<file path="src/rtl/sw_alert_pkg.sv">
package sw_alert_pkg;
  localparam int unsigned N_SW_DEF  = 8;
  localparam int unsigned N_DIR_DEF = 2;

  typedef struct packed {
    logic hi;  // above warning threshold
    logic lo;  // below hysteresis threshold
  } therm_flags_t;
endpackage

</file>
<file path="src/rtl/sw_irq_unit.sv">
module sw_irq_unit #(
  parameter int unsigned N_SW  = 8,
  parameter int unsigned N_DIR = 2
) (
  input  logic            clk_i,
  input  logic            rst_ni,
  input  logic [N_SW-1:0] sw_state_i,
  input  logic [N_SW-1:0] irq_mask_i,
  input  logic            direct_mode_i,
  input  logic            cs_fall_i,
  output logic            irq_o,
  output logic [N_SW-1:0] sw_stat_o
);
  localparam logic [N_SW-1:0] DIR_BITS = {{(N_SW-N_DIR){1'b0}}, {N_DIR{1'b1}}};

  logic [N_SW-1:0] sw_prev_q;
  logic [N_SW-1:0] elig;
  logic [N_SW-1:0] chg_vec;
  logic            primed_q;
  logic            irq_q;
  logic            chg_any;

  for (genvar i = 0; i < N_SW; i++) begin : g_elig
    if (i < N_DIR) begin : g_dir
      assign elig[i] = ~direct_mode_i;
    end else begin : g_norm
      assign elig[i] = 1'b1;
    end
  end

  // primed_q suppresses a false change on the first edge after reset
  assign chg_vec = (sw_state_i ^ sw_prev_q) & ~irq_mask_i & elig & {N_SW{primed_q}};
  assign chg_any = |chg_vec;

  always_ff @(posedge clk_i or negedge rst_ni) begin
    if (!rst_ni) begin
      sw_prev_q <= '0;
      primed_q  <= 1'b0;
      irq_q     <= 1'b0;
    end else begin
      sw_prev_q <= sw_state_i;
      primed_q  <= 1'b1;
      // a change coincident with the clear still wins
      irq_q     <= (irq_q & ~cs_fall_i) | chg_any;
    end
  end

  assign irq_o     = irq_q;
  assign sw_stat_o = sw_prev_q & elig;

  a_r1_change_sets: assert property (@(posedge clk_i) disable iff (!rst_ni)
    chg_any |=> irq_q);

  a_r1_holds: assert property (@(posedge clk_i) disable iff (!rst_ni)
    (irq_q && !cs_fall_i) |=> irq_q);

  a_r2_cs_clears: assert property (@(posedge clk_i) disable iff (!rst_ni)
    (cs_fall_i && !chg_any) |=> !irq_q);

  a_r3_direct_quiet: assert property (@(posedge clk_i) disable iff (!rst_ni)
    (direct_mode_i && !irq_q &&
     (((sw_state_i ^ sw_prev_q) & ~irq_mask_i & ~DIR_BITS) == '0)) |=> !irq_q);
endmodule

</file>
<file path="src/rtl/ot_alert_unit.sv">
module ot_alert_unit
  import sw_alert_pkg::*;
(
  input  logic         clk_i,
  input  logic         rst_ni,
  input  therm_flags_t flags_i,
  input  logic         wet_en_i,
  input  logic         all_open_i,
  input  logic         cs_fall_i,
  output logic         alert_o,
  output logic         status_o
);
  logic act;
  logic hi_seen_q;
  logic rise;
  logic alert_q;
  logic status_q;

  assign act  = wet_en_i & ~all_open_i;
  assign rise = act & flags_i.hi & ~hi_seen_q;

  always_ff @(posedge clk_i or negedge rst_ni) begin
    if (!rst_ni) begin
      hi_seen_q <= 1'b0;
      alert_q   <= 1'b0;
      status_q  <= 1'b0;
    end else begin
      hi_seen_q <= act & flags_i.hi;
      if (!act) begin
        alert_q  <= 1'b0;
        status_q <= 1'b0;
      end else begin
        alert_q <= rise | (alert_q & ~cs_fall_i);
        if (flags_i.hi)      status_q <= 1'b1;
        else if (flags_i.lo) status_q <= 1'b0;
      end
    end
  end

  assign alert_o  = alert_q;
  assign status_o = status_q;

  a_r4_rise_only: assert property (@(posedge clk_i) disable iff (!rst_ni)
    $rose(alert_q) |-> ($past(flags_i.hi) && !$past(hi_seen_q)));

  a_r5_cs_clears: assert property (@(posedge clk_i) disable iff (!rst_ni)
    (cs_fall_i && !rise) |=> !alert_q);

  a_r6_status_hold: assert property (@(posedge clk_i) disable iff (!rst_ni)
    (act && !flags_i.hi && !flags_i.lo) |=> $stable(status_q));

  a_r7_inactive: assert property (@(posedge clk_i) disable iff (!rst_ni)
    !act |=> (!alert_q && !status_q));
endmodule

</file>
<file path="src/rtl/passthru_en.sv">
module passthru_en #(
  parameter int unsigned N_DIR = 2
) (
  input  logic             clk_i,
  input  logic             rst_ni,
  input  logic [N_DIR-1:0] sw_i,
  input  logic             direct_mode_i,
  input  logic             scan_mode_i,
  output logic [N_DIR-1:0] dout_o,
  output logic [N_DIR-1:0] dout_oe_o
);
  logic drive;
  assign drive = direct_mode_i & ~scan_mode_i;

  for (genvar i = 0; i < N_DIR; i++) begin : g_pt
    assign dout_o[i]    = sw_i[i];
    assign dout_oe_o[i] = drive;
  end

  a_r8_scan_tristate: assert property (@(posedge clk_i) disable iff (!rst_ni)
    (scan_mode_i || !direct_mode_i) |-> (dout_oe_o == '0));

  a_r8_follow: assert property (@(posedge clk_i) disable iff (!rst_ni)
    (dout_oe_o != '0) |-> (dout_o == sw_i));
endmodule

</file>
<file path="src/rtl/sw_alert_top.sv">
module sw_alert_top
  import sw_alert_pkg::*;
#(
  parameter int unsigned N_SW  = N_SW_DEF,
  parameter int unsigned N_DIR = N_DIR_DEF
) (
  input  logic            clk_i,
  input  logic            rst_ni,
  input  logic [N_SW-1:0] sw_state_i,
  input  logic [N_SW-1:0] irq_mask_i,
  input  logic            direct_mode_i,
  input  logic            scan_mode_i,
  input  logic            wet_en_i,
  input  logic            all_open_i,
  input  logic            temp_hi_i,
  input  logic            temp_lo_i,
  input  logic            cs_ni,
  output logic            irq_no,
  output logic            ot_alert_no,
  output logic            ot_status_o,
  output logic [N_SW-1:0] sw_stat_o,
  output logic [N_DIR-1:0] dout_o,
  output logic [N_DIR-1:0] dout_oe_o
);
  logic         cs_prev_q;
  logic         cs_fall;
  logic         irq;
  logic         alert;
  therm_flags_t flags;

  always_ff @(posedge clk_i or negedge rst_ni) begin
    if (!rst_ni) cs_prev_q <= 1'b1;
    else         cs_prev_q <= cs_ni;
  end
  assign cs_fall = cs_prev_q & ~cs_ni;

  assign flags.hi = temp_hi_i;
  assign flags.lo = temp_lo_i;

  sw_irq_unit #(.N_SW(N_SW), .N_DIR(N_DIR)) i_irq (
    .clk_i         (clk_i),
    .rst_ni        (rst_ni),
    .sw_state_i    (sw_state_i),
    .irq_mask_i    (irq_mask_i),
    .direct_mode_i (direct_mode_i),
    .cs_fall_i     (cs_fall),
    .irq_o         (irq),
    .sw_stat_o     (sw_stat_o)
  );

  ot_alert_unit i_ot (
    .clk_i      (clk_i),
    .rst_ni     (rst_ni),
    .flags_i    (flags),
    .wet_en_i   (wet_en_i),
    .all_open_i (all_open_i),
    .cs_fall_i  (cs_fall),
    .alert_o    (alert),
    .status_o   (ot_status_o)
  );

  passthru_en #(.N_DIR(N_DIR)) i_pt (
    .clk_i         (clk_i),
    .rst_ni        (rst_ni),
    .sw_i          (sw_state_i[N_DIR-1:0]),
    .direct_mode_i (direct_mode_i),
    .scan_mode_i   (scan_mode_i),
    .dout_o        (dout_o),
    .dout_oe_o     (dout_oe_o)
  );

  assign irq_no      = ~irq;
  assign ot_alert_no = ~alert;
endmodule

</file>
<file path="config.mk">
export PLATFORM = sky130hd
export DESIGN_NAME = sw_alert_top
export DESIGN_NICKNAME = d
export VERILOG_FILES = /design/src/rtl/sw_alert_pkg.sv /design/src/rtl/sw_irq_unit.sv /design/src/rtl/ot_alert_unit.sv /design/src/rtl/passthru_en.sv /design/src/rtl/sw_alert_top.sv
export SDC_FILE = /design/constraint.sdc
export NUM_CORES = 1
export LEC_CHECK = 0
export ABC_AREA = 1
export BUFFER_PORTS_ARGS = -buffer_cell sky130_fd_sc_hd__buf_2
export CAP_MARGIN = 40
export CORE_MARGIN = 2
export CORE_UTILIZATION = 35
export CTS_CLUSTER_SIZE = 14
export DETAILED_ROUTE_END_ITERATION = 10
export GPL_TIMING_DRIVEN = 0
export PLACE_DENSITY = 0.68
export SYNTH_ARGS = -nofsm -noshare
export SYNTH_HDL_FRONTEND = slang
export SYNTH_SLANG_ARGS = --single-unit
</file>
<file path="constraint.sdc">
create_clock -name clk_i -period 1.2 [get_ports clk_i]
set_clock_uncertainty 0.2 [all_clocks]
set_input_delay 0.12 -clock clk_i [delete_from_list [all_inputs] [get_ports clk_i]]
set_output_delay 0.12 -clock clk_i [all_outputs]
set_load 0.02 [all_outputs]
</file>
# After elaboration in Yosys (flattened, before gate mapping)
# Index checks and enable logic that the tools add are counted.
dict set report word_totals {
  reg_bits 14
  word_cells 36
  input_bits 25
}
dict set report op_classes {
  n_reduce_logical 1
  n_mux 4
  bitwise 23
  n_eq_ne 1
}
# cell n
set op_table {}
lappend op_table {{$and A8 B8 Y8} 4}
lappend op_table {{$not A1 Y1} 8}
lappend op_table {{$not A8 Y8} 1}
lappend op_table {{$reduce_or A8 Y1} 1}
lappend op_table {{$xor A8 B8 Y8} 1}
lappend op_table {{$and A1 B1 Y1} 7}
lappend op_table {{$mux W1} 4}
lappend op_table {{$ne A3 B3 Y1 const B} 1}
lappend op_table {{$or A1 B1 Y1} 2}

# Depth between registers and ports, before layout
# Gate-level depths: netlist of run 1.
dict set report depth {
  ltp_word 6
  depth_mapped 7
  ltp_nobuf 7
}

# Cells and area by module
# Synthesis of run 1 repeated with hierarchy kept, for this count alone.
dict set report hier_totals {
  hier_cells 98
  area_unflattened_um2 745.7
}
# mod cells_per_inst instances seq_area_each_um2 area_each_um2
set by_module_without_submodules {}
lappend by_module_without_submodules {sw_irq_unit 72 1 250.2 529.3}
lappend by_module_without_submodules {ot_alert_unit 15 1 75.1 132.6}
lappend by_module_without_submodules {sw_alert_top 5 1 26.3 43.8}
lappend by_module_without_submodules {passthru_en 6 1 0.0 40.0}

# Worst setup path before layout of run 1
# OpenSTA, ideal clock, no wires.
dict set report synth_timing {
  kind {reg-to-reg}
  startpoint {register i_irq.sw_prev_q[6]}
  endpoint {register i_irq.irq_q, in the netlist i_irq.irq_o}
  arrival_time_ns 0.848
  path_stages_with_launch 6
  period_less_slack_ns 1.175
  t_required_ns 0.872
  setup_ns 0.128
  path_slack_ns 0.025
  path_cell_list {dfrtp_1 or2_0 nand3_1 nand2_1 nor2_1 nand3_1}
}
dict set report synth_between {
  elab_chain_len 6
}
# element line_no
set synth_rtl {}
lappend synth_rtl {{start, declared} sw_irq_unit.sv:16} ;# logic [N_SW-1:0] sw_prev_q;
lappend synth_rtl {{start signal, assigned} sw_irq_unit.sv:41} ;# sw_prev_q <= sw_state_i;
lappend synth_rtl {{$xor A8 B8 Y8} sw_irq_unit.sv:32} ;# assign chg_vec = (sw_state_i ^ sw_prev_q) & ~irq_mask_i & elig & {N_SW{primed_q}};
lappend synth_rtl {{$and A8 B8 Y8 (3 in series)} sw_irq_unit.sv:32}
lappend synth_rtl {{$reduce_or A8 Y1} sw_irq_unit.sv:33} ;# assign chg_any = |chg_vec;
lappend synth_rtl {{$or A1 B1 Y1} sw_irq_unit.sv:44} ;# irq_q <= (irq_q & ~cs_fall_i) | chg_any;
lappend synth_rtl {{end signal, assigned} sw_irq_unit.sv:44}
lappend synth_rtl {{end, declared} sw_irq_unit.sv:20} ;# logic irq_q;
# No other way between the ends.
# A chain may end at the register's enable or synchronous reset.

# Final worst setup path of run 1
dict set report layout_timing {
  startpoint {register i_irq.sw_prev_q[3]}
  endpoint {register i_irq.irq_q, in the netlist i_irq.irq_o}
}
# The elaborated chain is that of the path after synthesis.

==> metrics.md, run 1 <==
| Metric | Value |
|---|---|
| Internal Power | 829 uW |
| Routed vias | 726 |
| GR Util All Layers | 14.1% |
| Failing checks | negative setup slack |
| Synth warnings | 0 |
| Unrepaired setup endpoints after global routing | yes |
| Initial DRC count | 2 |
| Switch share | 25.6% |
| Worst setup SP type | register |
| DIE AREA | 0.00242 mm2 |
| Pwr Density | 932 mW/mm2 |
| Final core utilization | 61.5% |
| Final non-filler cell area | 0.00119 mm2 |
| Final Max Tran Viols | 0 |
| CTS max path bufs | 2 |
| DP Worst Slack | -0.0561 ns |
| Max Freq | 793 MHz |
| Vias in the first global route | 731 |
| Nature of the critical path endpoint | register |
| Die Span Y | 49.2 um |
| WP data required | 1.15 ns |
| IO Port Bufs | 39 |
| DRC violation count after routing | 0 |
| Sequential area share after synthesis | 49.2% |
| Drt wl/cell | 9.38 um |
| Core area | 0.00194 mm2 |
| Share of post-route cells with drive strength above 1 | 38.9% |
| Final min period | 1.26 ns |
| Setup slack after layout | -0.0615 ns |
| IO Pins | 40 |
| Area grow syn2layout | 67.3% |
| HPWL after DPL | 1150 um |
| Via/cell ratio | 4.13 |
| Initial Util | 36.8% |
| Net switching power | 285 uW |
| Final Wtd Congestion | 0.740 |
| Sequential Power Share | 46.3% |
| Largest net degree at the start of global routing | 15 |
| Post-Syn Instances | 92 |
| Final worst-path cycle share | 105% |
| WP data arrival | 1.22 ns |
| H-tree levels | 1 |
| Cell area after synthesis | 714 um2 |
| Final setup violation count | 7 |
| CTS tree | built |
| Static leakage | 0.000682 uW |
| Clock Power Share | 29.3% |
| Number of max-cap violations | 0 |
| Antenna Nets Post-Route | 0 |
| Antenna violations before repair | 0 |
| Worst-skew pair later-pin latency | 0.27 ns |
| Cell Rows | 16 |
| Clk slew on worst S/H paths | 0.08 ns |
| #FFs+latches synth | 14 |
| Antenna Cells | 0 |
| Synth cell types | 15 |
| Slack of the worst reg-to-reg path | -0.06 ns |
| CTS Sinks | 14 |
| Syn_nets | 117 |
| Root Buffer | clkbuf_4 |
| Placed Instance Area | 943 um2 |
| Combinational group share of total power | 24.4% |
| Cts bufs inserted | 3 |
| Worst min-delay path class | in -> async |
| Status | complete, but fails checks |
| Fillers | 181 |
| Peak VDD IR | 0.773 mV |
| Die X | 49.2 um |
| First-pass GRT wire length | 2730 um |
| Final net count | 175 |
| Power after layout | 1110 uW |
| Total wire length | 1650 um |
| Syn Area/Cell | 7.77 um2 |
| Fin. Hold Viols | 0 |
| Setup CP Type | reg -> reg |
| CP Max Fanout | 3 |
| TritonRoute pass-1 iters | 3 |
| Overflow after GRT | 0 |
==> stage by stage <==
| stage | hold slack [ns] | instances | TNS (ns) |
|---|---|---|---|
| after floorplan | -0.376 | 92 | 0 |
| after detailed placement | -0.172 | 158 | -0.0561 |
| after global routing | 0.0792 | 176 | -0.611 |
| after CTS | 0.0585 | 176 | -0.286 |
| final | 0.0594 | 176 | -0.234 |
| after global placement | -0.166 | 158 | -0.0446 |
==> final cells by class <==
| class | count | area (um2) | share of cell area (%) |
|---|---|---|---|
| sequential | 14 | 352 | 29.4 |
| clock buffer | 4 | 36.3 | 3.04 |
| tap | 27 | 33.8 | 2.83 |
| inverter | 23 | 86.3 | 7.23 |
| timing repair buffer | 55 | 405 | 33.9 |
| multi-input combinational | 45 | 206 | 17.3 |
| buffer | 8 | 75.1 | 6.28 |
==> layout by cell type (no fill, tap or decap), drive strengths merged <==
cell type and instances:
dlygate4sd3 14, conb 1, o22ai 1, nand2 15, a21oi 2, or2 2, nor2 10, dfstp 1
inv 23, buf 49, o31ai 1, o21ai 4, nand4 2, nand3 7, dfrtp 13, clkbuf 4
==> power by group through the flow <==
stage / logic (uW) / clock network, uW / registers, uW
final: 271 / 326 / 516
after global routing: 300 / 354 / 521
after CTS: 261 / 339 / 516
after detailed placement: 205 / 0 / 524
after global placement: 201 / 0 / 523
after floorplan: 115 / 0 / 522
==> what timing repair did <==
action                     CTS  global route
resized for setup           18             8
buffers inserted             2             0
pin swaps                    4             1
hold endpoints to repair    27             0
hold buffers                14             0
setup endpoints to repair    9            11
==> synth_stat cells, drive strengths merged <==
| cell | number | share of area (%) |
|---|---|---|
| o31ai | 1 | 1.1 |
| nand4 | 2 | 1.8 |
| inv | 23 | 12 |
| conb | 1 | 0.52 |
| or2 | 2 | 1.8 |
| nand3 | 7 | 4.9 |
| o22ai | 1 | 0.88 |
| dfstp | 1 | 3.7 |
| o21ai | 4 | 2.8 |
| nand2 | 15 | 7.9 |
| buf | 10 | 11 |
| nor2 | 10 | 5.3 |
| a21oi | 2 | 1.4 |
| dfrtp | 13 | 46 |
==> cell families (layout without fill, tap and decap cells) <==
family | Yosys count | in the layout | share of synthesized area [%]
other | 1 | 1 | 0.525
buffers and inverters | 33 | 90 | 22.6
AOI/OAI and AO/OA | 8 | 8 | 6.13
DFF | 14 | 14 | 49.2
and+or+nand+nor | 36 | 36 | 21.5
==> worst paths after layout <==
| check | cells after the start | end | start |
|---|---|---|---|
| setup / recovery | 5 | i_irq.irq_o | i_irq.sw_prev_q[3] |
| hold / removal | 2 | i_ot.alert_o | rst_ni |
| setup reg to reg | 5 | i_irq.irq_o | i_irq.sw_prev_q[3] |
| hold reg to reg | 1 | i_ot.alert_o | i_ot.hi_seen_q |
| max in group asynchronous | 2 | cs_prev_q | rst_ni |
| min in group clk_i | 6 | i_irq.irq_o | irq_mask_i[7] |
==> state kept, by name, summed over array words and instances, names as in the netlist <==
name             cells
i_irq.sw_prev_q      8
cs_prev_q            1
i_irq.irq_o          1
i_irq.primed_q       1
i_ot.alert_o         1
i_ot.hi_seen_q       1
i_ot.status_o        1
==> metal layers <==
layer	share of wire [%]	vias to the layer above	track usage [%]
li1	-	376	-
met1	43	323	17.2
met2	52	27	26.4
met3	5.2	0	1.84
met4	0	0	2.86
met5	0	-	0
==> critical path, stage by stage (launching register included) <==
cell	delay, ns
dfrtp_1	0.41
or2_0	0.20
nand3_1	0.06
o21ai_1	0.06
nor2_1	0.12
nand3_1	0.09
Power figures use the tool's default switching activity.
==> run 2: changes to the inputs <==
--- a/config.mk
+++ b/config.mk
@@ -5,7 +5,7 @@
 export SDC_FILE = /design/constraint.sdc
 export NUM_CORES = 1
 export LEC_CHECK = 0
-export ABC_AREA = 1
+export ABC_AREA = 0
 export BUFFER_PORTS_ARGS = -buffer_cell sky130_fd_sc_hd__buf_2
 export CAP_MARGIN = 40
 export CORE_MARGIN = 2
@@ -13,7 +13,7 @@
 export CTS_CLUSTER_SIZE = 14
 export DETAILED_ROUTE_END_ITERATION = 10
 export GPL_TIMING_DRIVEN = 0
-export PLACE_DENSITY = 0.68
+export PLACE_DENSITY = 0.71
 export SYNTH_ARGS = -nofsm -noshare
 export SYNTH_HDL_FRONTEND = slang
 export SYNTH_SLANG_ARGS = --single-unit
==> run 2 against run 1 <==
The flow still finishes with violations (negative setup slack). Global-route usage is 0.65 points higher. Sequential power hardly changed. Maximum frequency is 9.9% lower. Non-clock buffer count is 1 higher. First-iteration DRC count grew to 3.0 times the previous value. Total power is 4.7% lower. Count of clock-buffer cells in the layout stayed put. Utilization is 3.8 points higher. Synthesized area is 13% lower. Sequential share of layout area is 2.4 points higher. Clock power is 19% lower. Largest cell class unchanged.
==> metrics.md, run 2 <==
| Metric | Value |
|---|---|
| Worst setup SP type | register (unchanged) |
| Max reg flops | 8 (unchanged) |
| Crit-path cells | xnor2_2 > o22ai_2 > o41ai_2 > nand2_1 (was or2_0 > nand3_1 > o21ai_1 > nor2_1 > nand3_1) |
| Final Wtd Congestion | 0.627 (was 0.740) |
| Number of max-cap violations | 0 (unchanged) |
| Cts bufs inserted | 3 (unchanged) |
| IO Port Bufs | 39 (unchanged) |
| Fillers | 150 (was 181) |
| Post-Syn Instances | 54 (was 92) |
| WHS Endpoint | i_irq.irq_o |
| Area leader, netlist | dfrtp_1 (unchanged) |
| IO Pins | 40 (unchanged) |
| CTS Sinks | 14 (unchanged) |
| Final setup violation count | 9 (was 7) |
| Routed vias | 578 (was 726) |
| Largest net degree at the start of global routing | 15 (unchanged) |
| Overflow after GRT | 0 (unchanged) |
| FF+latch area | 352 um2 (unchanged) |
| R2R Path End | i_irq.irq_o (unchanged) |
| Nature of the critical path endpoint | register (unchanged) |
| Final net count | 138 (was 175) |
| Antenna violations before repair | 0 (unchanged) |
| HPWL after DPL | 1040 um (was 1150 um) |
| Status | complete, but fails checks (unchanged) |
| First-pass GRT wire length | 2110 um (was 2730 um) |
| Setup CP Type | reg -> reg (unchanged) |
| Setup TNS | -0.688 ns (was -0.234 ns) |
| Top cell types by occurrence after synthesis | dfrtp_1 (13), buf_4 (10), xnor2_1 (8) (was inv_1 (23), nand2_1 (15), dfrtp_1 (13)) |
| Worst-skew pair later-pin latency | 0.27 ns (about the same) |
| WP data arrival | 1.36 ns (was 1.22 ns) |
| Slack of the worst reg-to-reg path | -0.20 ns (was -0.06 ns) |
| Clk slew on worst S/H paths | 0.08 ns (about the same) |
| CP Max Fanout | 2 (was 3) |
| Most common cell in the netlist | dfrtp_1 (was inv_1) |
| Placed Instance Area | 837 um2 (was 943 um2) |
| Final non-filler cell area | 0.00110 mm2 (was 0.00119 mm2) |
| Final worst-path cycle share | 117% (was 105%) |
| Synth top area share | 52.4% (was 45.5%) |
| Antenna Nets Post-Route | 0 (unchanged) |
| DP Worst Slack | -0.323 ns (was -0.0561 ns) |
| Via/cell ratio | 4.48 (was 4.13) |
| Share of post-route cells with drive strength above 1 | 51.8% (was 38.9%) |
| Die X | 46.1 um (was 49.2 um) |
| Total wire length | 1450 um (was 1650 um) |
| DIE AREA | 0.00213 mm2 (was 0.00242 mm2) |
| Cell Rows | 15 (was 16) |
| Cell area after synthesis | 621 um2 (was 714 um2) |
| Die Span Y | 46.1 um (was 49.2 um) |
| Core area | 0.00169 mm2 (was 0.00194 mm2) |
| Root Buffer | clkbuf_4 (unchanged) |
| DRC violation count after routing | 0 (unchanged) |
| Setup slack after layout | -0.200 ns (was -0.0615 ns) |
| Initial DRC count | 6 (was 2) |
| Post-synth EDFFs | 0 (unchanged) |
| Pwr Density | 962 mW/mm2 (was 932 mW/mm2) |
| Initial Util | 36.7% (was 36.8%) |
| Worst stage delay on the critical path | 0.41 ns (about the same) |
| Fin. Hold Viols | 0 (unchanged) |
| CTS tree | built (unchanged) |
| Ys async rst share | 100% (unchanged) |
| Worst min-delay path class | in -> reg (was in -> async) |
| TritonRoute pass-1 iters | 3 (unchanged) |
| Unrepaired setup endpoints after global routing | yes (unchanged) |
| Slowest stage cell, crit path | dfrtp_1 (unchanged) |
| Hold path cells | 4 |
| Syn Area/Cell | 11.5 um2 (was 7.77 um2) |
| Worst R2R Start | i_irq.sw_prev_q[5] (was i_irq.sw_prev_q[3]) |
| H-tree levels | 1 (unchanged) |
| Synth cell types | 16 (was 15) |
| Failing checks | negative setup slack (unchanged) |
| Max Freq | 714 MHz (was 793 MHz) |
| WP data required | 1.16 ns (was 1.15 ns) |
| Commonest non-fill, non-tap cell in the layout | buf_2 (unchanged) |
| Vias in the first global route | 532 (was 731) |
| Final min period | 1.40 ns (was 1.26 ns) |
| Final core utilization | 65.3% (was 61.5%) |
| Final Max Tran Viols | 0 (unchanged) |
| Hold_sp | irq_mask_i[4] |
| Ranking of synthesized cells by area | dfrtp_1 (52%), buf_4 (12%), xnor2_1 (11%) (was dfrtp_1 (46%), inv_1 (12%), buf_4 (11%)) |
| Drt wl/cell | 11.3 um (was 9.38 um) |
| Primary FF master, synth | dfrtp_1 (unchanged) |
| Peak VDD IR | 0.797 mV (was 0.773 mV) |
| Synth warnings | 0 (unchanged) |
| #FFs+latches synth | 14 (unchanged) |
| FF-to-FF path depth | 4 (was 5) |
| Antenna Cells | 0 (unchanged) |
| Multi-input gate area | 204 um2 (was 206 um2) |
| CTS max path bufs | 2 (unchanged) |
| Sequential area share after synthesis | 56.7% (was 49.2%) |
| GR Util All Layers | 14.8% (was 14.1%) |
| Area grow syn2layout | 77.8% (was 67.3%) |
| Static leakage | 0.000554 uW (was 0.000682 uW) |
| Syn_nets | 79 (was 117) |
| Reg with most FFs | i_irq.sw_prev_q (unchanged) |
| Most frequent cells in the layout | buf_2 (30), dlygate4sd3_1 (14), buf_6 (13), dfrtp_1 (13) (was buf_2 (29), inv_1 (21), nand2_1 (15)) |
## run 2: cell types whose count changed after synthesis, sizes merged, moves of 4 or more
cell / delta
inv: -20
nand2: -13
nor2: -8
xnor2: +8
nand3: -7
o21ai: -4
## run 2: per-layer routing
metal | GRT usage [%] | wire [um]
met1 | 13.3 | 475
met2 | 29.7 | 857
met3 | 3.53 | 104
met4 | 6.86 | 16
met5 | 0 | 0
## run 2: worst max-delay path by stage
| stage | start | depth (start not counted) | endpoint |
|---|---|---|---|
| after floorplan | i_irq.sw_prev_q[5] | 4 | i_irq.irq_o |
| after global placement | i_irq.sw_prev_q[4] | 4 | i_irq.irq_o |
| after detailed placement | i_irq.sw_prev_q[5] | 4 | i_irq.irq_o |
| after CTS | i_irq.sw_prev_q[7] | 4 | i_irq.irq_o |
| after global routing | i_irq.sw_prev_q[5] | 4 | i_irq.irq_o |
| final | i_irq.sw_prev_q[5] | 4 | i_irq.irq_o |
## run 2: logic make-up after synthesis
kind of cell / share of synthesized area [%]
buffers and inverters: 13.9
other: 0.604
XOR/XNOR: 11.3
flip-flops: 56.7
AO/OA/AOI/OAI: 8.06
AND/OR/NAND/NOR: 9.48
## run 2: area by class of cell
cell class,count,area share (%)
clock buffer,4,2.38
sequential,14,31.9
multi-input combinational,27,18.5
tap,17,1.93
inverter,3,1.02
timing repair buffer,58,39.6
buffer,6,4.76
## run 2: report_power, final
| part | switching (uW) | internal (uW) |
|---|---|---|
| Combinational | 118 | 164 |
| Sequential | 16.9 | 498 |
| Clock | 136 | 129 |
## run 2: what timing repair did
action,4_1_cts,5_1_grt
pin swaps,4,2
hold buffers,13,1
gates resized for setup,17,12
hold endpoints to repair,27,1
endpoints found under the setup margin,9,11
buffers inserted,2,3
## run 2: worst max-delay path, delay by kind of cell (launching register included)
family,cells,cell delay [ns]
and+or+nand+nor,1,0.08
xor gates and xnor gates,1,0.16
DFF,1,0.41
AOI/OAI and AO/OA,2,0.43
## run 2: per-stage QoR
step / power (uW) / hold WS [ns] / std cells
CTS: 1060 / -0.235 / 128
detailed placement: 727 / -0.174 / 110
global route: 1130 / 0.0679 / 129
global placement: 720 / -0.176 / 110
finish: 1060 / 0.0705 / 129
floorplan: 635 / -0.376 / 54
==> run 3: changes to the inputs <==
--- a/config.mk
+++ b/config.mk
@@ -6,14 +6,14 @@
 export NUM_CORES = 1
 export LEC_CHECK = 0
 export ABC_AREA = 0
-export BUFFER_PORTS_ARGS = -buffer_cell sky130_fd_sc_hd__buf_2
 export CAP_MARGIN = 40
 export CORE_MARGIN = 2
 export CORE_UTILIZATION = 35
 export CTS_CLUSTER_SIZE = 14
 export DETAILED_ROUTE_END_ITERATION = 10
+export DONT_BUFFER_PORTS = 1
 export GPL_TIMING_DRIVEN = 0
-export PLACE_DENSITY = 0.71
+export PLACE_DENSITY = 0.51
 export SYNTH_ARGS = -nofsm -noshare
 export SYNTH_HDL_FRONTEND = slang
 export SYNTH_SLANG_ARGS = --single-unit
==> run 3 against run 2 <==
First-iteration DRC count down 50%. Global-route usage down 2.2 points. Non-clock buffer count down 37. Hold slack worse by 0.042 ns. Final cell count down 29%. Total power down 3.5%. The run still ends with negative setup slack left. Sequential share of layout area up 8.5 points. Cell area down 21%. Worst setup slack better by 0.018 ns.
==> metrics.md, run 3 (synthesized netlist as in run 2, its figures left out) <==
| Metric | Value |
|---|---|
| Status | complete, but fails checks (unchanged) |
| Failing checks | negative setup slack (unchanged) |
| HPWL after DPL | 794 um (was 1040 um) |
| DP Worst Slack | -0.208 ns (was -0.323 ns) |
| GR Util All Layers | 12.6% (was 14.8%) |
| Final net count | 101 (was 138) |
| Static leakage | 0.000391 uW (was 0.000554 uW) |
| Slew @ Worst Pin | 0.624 ns |
| Total wire length | 1180 um (was 1450 um) |
| Antenna Nets Post-Route | 0 (unchanged) |
| TritonRoute pass-1 iters | 3 (unchanged) |
| Number of max-cap violations | 0 (unchanged) |
| Nature of the critical path endpoint | register (unchanged) |
| Power after layout | 1020 uW (was 1060 uW) |
| Drt wl/cell | 12.8 um (was 11.3 um) |
| Most frequent cells in the layout | dlygate4sd3_1 (17), dfrtp_1 (13), buf_4 (10) (was buf_2 (30), dlygate4sd3_1 (14), buf_6 (13), dfrtp_1 (13)) |
| Worst-skew pair later-pin latency | 0.27 ns (about the same) |
| Commonest non-fill, non-tap cell in the layout | dlygate4sd3_1 (was buf_2) |
| Cell Rows | 15 (unchanged) |
| Overflow after GRT | 0 (unchanged) |
| WP data arrival | 1.34 ns (was 1.36 ns) |
| Max Freq | 724 MHz (was 714 MHz) |
| Peak VDD IR | 0.710 mV (was 0.797 mV) |
| Max reg flops | 8 (unchanged) |
| Core area | 0.00169 mm2 (unchanged) |
| Slack of the worst reg-to-reg path | -0.18 ns (was -0.20 ns) |
| Fillers | 165 (was 150) |
| Placed Instance Area | 642 um2 (was 837 um2) |
| DIE AREA | 0.00213 mm2 (unchanged) |
| FF-to-FF path depth | 4 (unchanged) |
| Largest net degree at the start of global routing | 15 (unchanged) |
| Final core utilization | 51.6% (was 65.3%) |
| R2R Path End | i_irq.irq_o (unchanged) |
| Root Buffer | clkbuf_4 (unchanged) |
| IO Port Bufs | 0 (was 39) |
| Multi-input gate area | 205 um2 (was 204 um2) |
| Pwr Density | 1180 mW/mm2 (was 962 mW/mm2) |
| Final Max Tran Viols | 0 (unchanged) |
| Worst min-delay path class | in -> reg (unchanged) |
| DRC violation count after routing | 0 (unchanged) |
| Unrepaired setup endpoints after global routing | yes (unchanged) |
| Max_slew headroom | 58.3% |
| Worst R2R Start | i_irq.sw_prev_q[0] (was i_irq.sw_prev_q[5]) |
| Antenna Cells | 0 (unchanged) |
| Fin. Hold Viols | 0 (unchanged) |
| IO Pins | 40 (unchanged) |
| Initial Util | 36.7% (unchanged) |
| CP Max Fanout | 2 (unchanged) |
| Share of post-route cells with drive strength above 1 | 24.0% (was 51.8%) |
| Placed insts | 71 (was 110) |
| Worst setup startpoint | i_irq.sw_prev_q[0] (was i_irq.sw_prev_q[5]) |
| Final non-filler cell area | 871 um2 (was 0.00110 mm2) |
| CTS tree | built (unchanged) |
| Die Span Y | 46.1 um (unchanged) |
| Antenna violations before repair | 0 (unchanged) |
| FF+latch area | 352 um2 (unchanged) |
| WP data required | 1.16 ns (about the same) |
| Vias in the first global route | 478 (was 532) |
| Worst setup SP type | register (unchanged) |
| H-tree levels | 1 (unchanged) |
| Area grow syn2layout | 40.3% (was 77.8%) |
| Setup CP Type | reg -> reg (unchanged) |
| First-pass GRT wire length | 1860 um (was 2110 um) |
| Final setup violation count | 1 (was 9) |
| CP endpoint | i_irq.irq_o (unchanged) |
| Final worst-path cycle share | 115% (was 117%) |
| Final min period | 1.38 ns (was 1.40 ns) |
| Clk slew on worst S/H paths | 0.08 ns (about the same) |
| CTS max path bufs | 2 (unchanged) |
| Setup slack after layout | -0.182 ns (was -0.200 ns) |
| Reg with most FFs | i_irq.sw_prev_q (unchanged) |
| Initial DRC count | 3 (was 6) |
| CTS Sinks | 14 (unchanged) |
| Die X | 46.1 um (unchanged) |
| Finished Layout Cells | 92 (was 129) |
| Routed vias | 438 (was 578) |
| Cts bufs inserted | 3 (unchanged) |
| Via/cell ratio | 4.76 (was 4.48) |
| Final Wtd Congestion | 0.560 (was 0.627) |
[run 3: cell types whose count changed in the layout (fill, tap and decap cells not counted), moves of 2 or more]
| cell | before | now |
|---|---|---|
| buf_2 | 30 | 0 |
| buf_4 | 7 | 10 |
| nor2b_4 | 0 | 2 |
| buf_6 | 13 | 0 |
| nor2b_1 | 3 | 1 |
| dlygate4sd3_1 | 14 | 17 |
[run 3: worst max-delay path, cell delays in order (launching register included)]
cell and delay [ns]:
dfrtp_1 0.41, xnor2_1 0.15, o32ai_1 0.11, o41ai_2 0.32
nand2_1 0.08
[run 3: metrics by stage]
step | setup TNS [ns] | hold slack (ns)
floorplan | -0.102 | -0.376
global placement | -0.187 | -0.375
detailed placement | -0.208 | -0.375
CTS | -0.220 | 0.000957
global route | -0.335 | 0.0608
finish | -0.182 | 0.0287
[run 3: metal layers]
metal / global-route usage [%] / vias up / part of all wire (%)
met2: 23.1 / 29 / 52
met4: 3.43 / 0 / 0
met5: 0 / - / 0
met3: 4.71 / 0 / 9.2
met1: 13.2 / 204 / 39
li1: - / 205 / -
[run 3: how the worst min path moves through the flow]
stage | start | endpoint | slack [ns] | cells after the start
2_1_floorplan | rst_ni | i_irq.irq_o | -0.38 | 0
3_3_place_gp | rst_ni | i_irq.sw_prev_q[6] | -0.38 | 0
3_5_place_dp | rst_ni | i_irq.sw_prev_q[6] | -0.38 | 0
4_1_cts | sw_state_i[4] | i_irq.irq_o | 0.001 | 4
5_1_grt | irq_mask_i[3] | i_irq.irq_o | 0.06 | 3
6_report | irq_mask_i[3] | i_irq.irq_o | 0.03 | 3
[run 3: power by group]
part           switching [uW]  leakage (uW)  internal [uW]  total [uW]
sequential               16.8      0.000166            498         515
clock                     141     0.0000210            184         325
combinational            84.5      0.000204            100         185
[run 3: cell type report]
| class | count | area share [%] |
|---|---|---|
| Timing Repair Buffer | 17 | 19.5 |
| Buffer | 10 | 8.62 |
| Inverter | 3 | 1.29 |
| Tap cell | 17 | 2.44 |
| Multi-Input combinational cell | 27 | 23.6 |
| Sequential cell | 14 | 40.4 |
| Clock buffer | 4 | 4.17 |
[run 3: repair_timing]
action	CTS	global route
endpoints found under the hold margin	27	0
gates resized for setup	4	1
hold buffers	17	0
pin swaps	4	2
endpoints found under the setup margin	3	3
setup buffers	0	0
